<file path="src/rtl/reset_pin_ctrl.sv">
module reset_pin_ctrl #(
  parameter int OSC_PER_MC = 12,
  parameter int QUAL_MC    = 2,
  parameter int DRIVE_LEN  = 96,
  parameter logic [7:0] AUX_ADDR = 8'h8E,
  parameter int DIS_BIT    = 3
) (
  input  logic       clk,
  input  logic       por_n,
  input  logic       pin_in,
  input  logic       wdt_timeout,
  input  logic       sfr_wr,
  input  logic [7:0] sfr_addr,
  input  logic [7:0] sfr_wdata,
  output logic [7:0] sfr_rdata,
  output logic       core_rst,
  output logic       pin_oe,
  output logic       pin_out
);
  localparam int QUAL_LEN = OSC_PER_MC * QUAL_MC;
  localparam int QW = $clog2(QUAL_LEN + 1);
  localparam int DW = $clog2(DRIVE_LEN + 1);

  logic [QW-1:0] qual_cnt;
  logic [DW-1:0] drv_cnt;
  logic          dis_q;
  logic          pin_qual;
  logic          drv_act;
  logic          aux_hit;

  assign pin_qual = (qual_cnt == QW'(QUAL_LEN));
  assign drv_act  = (drv_cnt != '0);
  assign aux_hit  = (sfr_addr == AUX_ADDR);

  always_ff @(posedge clk or negedge por_n) begin
    if (!por_n)       qual_cnt <= '0;
    else if (!pin_in) qual_cnt <= '0;
    else if (!pin_qual) qual_cnt <= qual_cnt + 1'b1;
  end

  always_ff @(posedge clk or negedge por_n) begin
    if (!por_n)           drv_cnt <= '0;
    else if (wdt_timeout) drv_cnt <= DW'(DRIVE_LEN);
    else if (drv_act)     drv_cnt <= drv_cnt - 1'b1;
  end

  always_ff @(posedge clk or negedge por_n) begin
    if (!por_n)                 dis_q <= 1'b0;
    else if (pin_qual)          dis_q <= 1'b0;
    else if (sfr_wr && aux_hit) dis_q <= sfr_wdata[DIS_BIT];
  end

  assign core_rst  = pin_qual | drv_act;
  assign pin_oe    = drv_act & ~dis_q;
  assign pin_out   = pin_oe;
  assign sfr_rdata = aux_hit ? (8'(dis_q) << DIS_BIT) : 8'h00;

  assert_qualify_R1: assert property (@(posedge clk) disable iff (!por_n)
    (qual_cnt == QW'(QUAL_LEN - 1) && pin_in) |=> core_rst);

  assert_low_clears_R2: assert property (@(posedge clk) disable iff (!por_n)
    (!pin_in && !wdt_timeout && drv_cnt <= DW'(1)) |=> !core_rst);

  assert_window_rst_R5: assert property (@(posedge clk) disable iff (!por_n)
    wdt_timeout |=> core_rst);

  assert_restart_R4: assert property (@(posedge clk) disable iff (!por_n)
    (wdt_timeout && !dis_q && !(sfr_wr && aux_hit) && !pin_qual) |=> pin_oe);

  assert_disable_R6: assert property (@(posedge clk) disable iff (!por_n)
    (dis_q && !pin_qual && !(sfr_wr && aux_hit)) |=> !pin_oe);

  assert_qual_clear_R9: assert property (@(posedge clk) disable iff (!por_n)
    pin_qual |=> (sfr_rdata[DIS_BIT] == 1'b0 || !aux_hit));
endmodule

</file>
<file path="config.mk">
export PLATFORM = sky130hd
export DESIGN_NAME = reset_pin_ctrl
export DESIGN_NICKNAME = d
export VERILOG_FILES = /design/src/rtl/reset_pin_ctrl.sv
export SDC_FILE = /design/constraint.sdc
export NUM_CORES = 1
export LEC_CHECK = 0
export BUFFER_PORTS_ARGS = -buffer_cell sky130_fd_sc_hd__buf_2
export CORE_MARGIN = 2
export CORE_UTILIZATION = 50
export DETAILED_ROUTE_END_ITERATION = 10
export PLACE_DENSITY = 0.82
export SYNTH_ARGS = -nofsm -noshare
export SYNTH_HDL_FRONTEND = slang
export SYNTH_SLANG_ARGS = --single-unit
</file>
<file path="constraint.sdc">
create_clock -name clk -period 3.87 [get_ports clk]
set_input_delay 0.387 -clock clk [delete_from_list [all_inputs] [get_ports clk]]
set_output_delay 0.387 -clock clk [all_outputs]
set_load 0.01 [all_outputs]
</file>
==> results.toml <==
[logic_synthesis]
synth_area_per_cell_sq_um = 9.64
synthCells = 81
synth_area_sq_um = 781
synth.yosys.warnings = 0
synth_area_leaders = "dfrtp_1, buf_4, ha_1"
synth_top_area_share_pct = 41.7
synthFlopType = "dfrtp_1"
ys_seq_area_share_pct = 41.7
yosysTopAreaCell = "dfrtp_1"
ys_ff_latch = 13
async_flop_share_pct = 100
synth_edf_count = 0
synth.distinct_cells = 31

[worst_setup_path]
cp_max_fo = 5
reg2reg_depth = 5
r2r_end = "drv_cnt[5]"
r2r_setup_slack_ns = 2.06
start_kind = "register"
cp-end-kind = "output port"
cp.required_ns = 3.48
crit_start = "drv_cnt[0]"
crit_arrival_ns = 1.85
critPathKind = "reg2out"
rr_startpoint = "drv_cnt[0]"
worstSetupEndpoint = "pin_out"

[sta]
period_share_pct = 57.7
maxSlewViolCount = 0
hold-worst-slack_ns = 0.345
tightestPinTransition_ns = 0.543
min_period_ns = 2.23
setup_viol = 0
hold_viol = 0
skew_ns = 0.00129
finalSetupTns_ns = 0
max_freq_ghz = 0.448
rsz0062_at_grt = "false"
max-slew-margin-rel_pct = 63.7

[placed_design]
dpl_cell_area_sq_um = 848
place_congestion = 0.810
hpwl_microns = 1010
port_buffers = 17

[routing]
drt_iter0_markers = 8
num_vias = 603
ant_nets = 0
routed_via_density = 5.15
avgRoutedWirePerCell_microns = 11.5
dr.pass1.iters = 4
drc = 0
wirelength_microns = 1350

[clock_network]
clock_latency_ns = 0.28
cts_max_path_buffers = 2
htree_levels = 1
cts_buffers = 3
root_buffer = "clkbuf_4"
path_clk_slew_ns = 0.08
cts.sink_count = 13
postCtsSetupBuffers = 0
cts_tree = "done"

[hold_path]
hp-class = "in2reg"
min_path_cells = 3

[grt]
grt_pass1_vias = 527
grt_max_degree = 14
grtUsageTotal_pct = 16.4
grt_pass1_wl_microns = 2200
grt-ovfl-total = 0
antenna_found_initial = 0

[final_layout]
area_growth_pct = 13.3
final_area_sq_um = 885
diodes = 0
fillers = 129
drive_gt1_share_pct = 23.8
final_nets = 126

[power_and_ir_drop]
power_density_nw_per_um2 = 353
p_int_uw = 220
power_switching_uw = 92.5
seq_power_share_pct = 52.7
power_leakage_nw = 0.438
power.share.switching_pct = 29.6
comb_power_share_pct = 20.1
irDropWorstVdd_mv = 0.185
p_clk_share_pct = 27.2

[floorplanning]
die_w_microns = 43.5
initial_utilization_pct = 52.4
num_rows = 14
core_area_sq_um = 1490
ios = 32
dieArea_sq_um = 1890
die_h_microns = 43.5

[status]
run_status = "completed"

[run]
cap_violations = 0
what timing repair did:
action / 4_1_cts / 5_1_grt
hold buffers: 1 / 0
hold endpoints to repair: 13 / 0
resized for setup: 0 / 0
cells by family (layout without fill, tap and decap cells):
group                      after synthesis  count (layout)  synth area share, %
and+or+nand+nor                         31              31                 23.9
buffers and inverters                   15              29                 11.1
DFF                                     13              13                 41.7
AOI/OAI and AO/OA                       12              12                 11.1
xor gates and xnor gates                 4               4                 4.49
adders and majority gates                3               3                 4.81
muxes                                    2               2                 2.56
other                                    1               7                0.480
registers in the layout, indices dropped and copies added (netlist names):
name,cells
dis_q,1
drv_cnt,7
qual_cnt,5
area by class of cell:
type / instances / area, sq um / area share, %
timing repair buffer: 18 / 95.1 / 10.7
clock buffer: 4 / 26.3 / 2.97
tap: 16 / 20.0 / 2.26
multi-input combinational: 59 / 392 / 44.3
sequential: 13 / 325 / 36.8
inverter: 7 / 26.3 / 2.97
power groups by stage:
| stage | combinational [mW] | clock (mW) | sequential, mW |
|---|---|---|---|
| final | 0.0628 | 0.0849 | 0.165 |
| after global placement | 0.0602 | 0 | 0.166 |
| after detailed placement | 0.0624 | 0 | 0.166 |
| after CTS | 0.0636 | 0.0889 | 0.164 |
| after global routing | 0.0715 | 0.0957 | 0.166 |
| after floorplan | 0.0511 | 0 | 0.163 |
cells in the final DEF (no fill, tap or decap), drive strengths merged, types with 2 or more instances in the layout:
cell type   n
a21oi       4
and2        3
buf        17
clkbuf      4
conb        7
dfrtp      13
ha          3
inv         7
mux2i       2
nand2       4
nand2b      3
nand3       2
nand4b      2
nor2        3
nor3        3
nor4        2
o31ai       2
or3         2
or3b        2
xnor2       3
per-stage QoR:
step / utilization [%] / setup slack, ns / total power [mW] / std cells
floorplan: - / 2.03 / 0.214 / 87
global placement: 57.0 / 1.97 / 0.226 / 112
detailed placement: 57.0 / 1.96 / 0.229 / 112
CTS: 59.4 / 1.63 / 0.317 / 117
global route: 59.4 / 1.50 / 0.334 / 117
finish: 59.4 / 1.64 / 0.312 / 117
cell usage after synthesis (2+ instances only):
| cell | n |
|---|---|
| nand3_1 | 2 |
| or3_1 | 2 |
| nand4b_1 | 2 |
| or3b_1 | 2 |
| and2_1 | 3 |
| xnor2_1 | 3 |
| nand2b_1 | 3 |
| nor3_1 | 3 |
| ha_1 | 3 |
| a21oi_1 | 4 |
| nand2_1 | 4 |
| o31ai_1 | 2 |
| nor4_1 | 2 |
| nor2_1 | 3 |
| dfrtp_1 | 13 |
| inv_1 | 7 |
| mux2i_1 | 2 |
| buf_4 | 8 |
worst max-delay path, cell delays in order, from the launching register on:
cell and delay (ns):
dfrtp_1 0.41, inv_1 0.09, ha_1 0.19, or3b_1 0.43, nor2_1 0.22, nor2_1 0.08
buf_2 0.14
per-layer routing:
metal | global-route usage [%] | part of all wire [%] | up-vias
li1 | - | - | 306
met1 | 18.3 | 45 | 278
met2 | 26.9 | 48 | 15
met3 | 7.50 | 5.2 | 4
met4 | 7.27 | 1.9 | 0
met5 | 0 | 0 | -
how the worst min path moves through the flow:
stage,start,end,slack (ns)
floorplan,por_n,dis_q,0.09
global placement,por_n,drv_cnt[5],0.29
detailed placement,por_n,drv_cnt[6],0.29
CTS,sfr_wdata[3],dis_q,0.34
global route,sfr_wdata[3],dis_q,0.34
finish,sfr_wdata[3],dis_q,0.35
No activity file was read; power rests on OpenSTA's default activity.
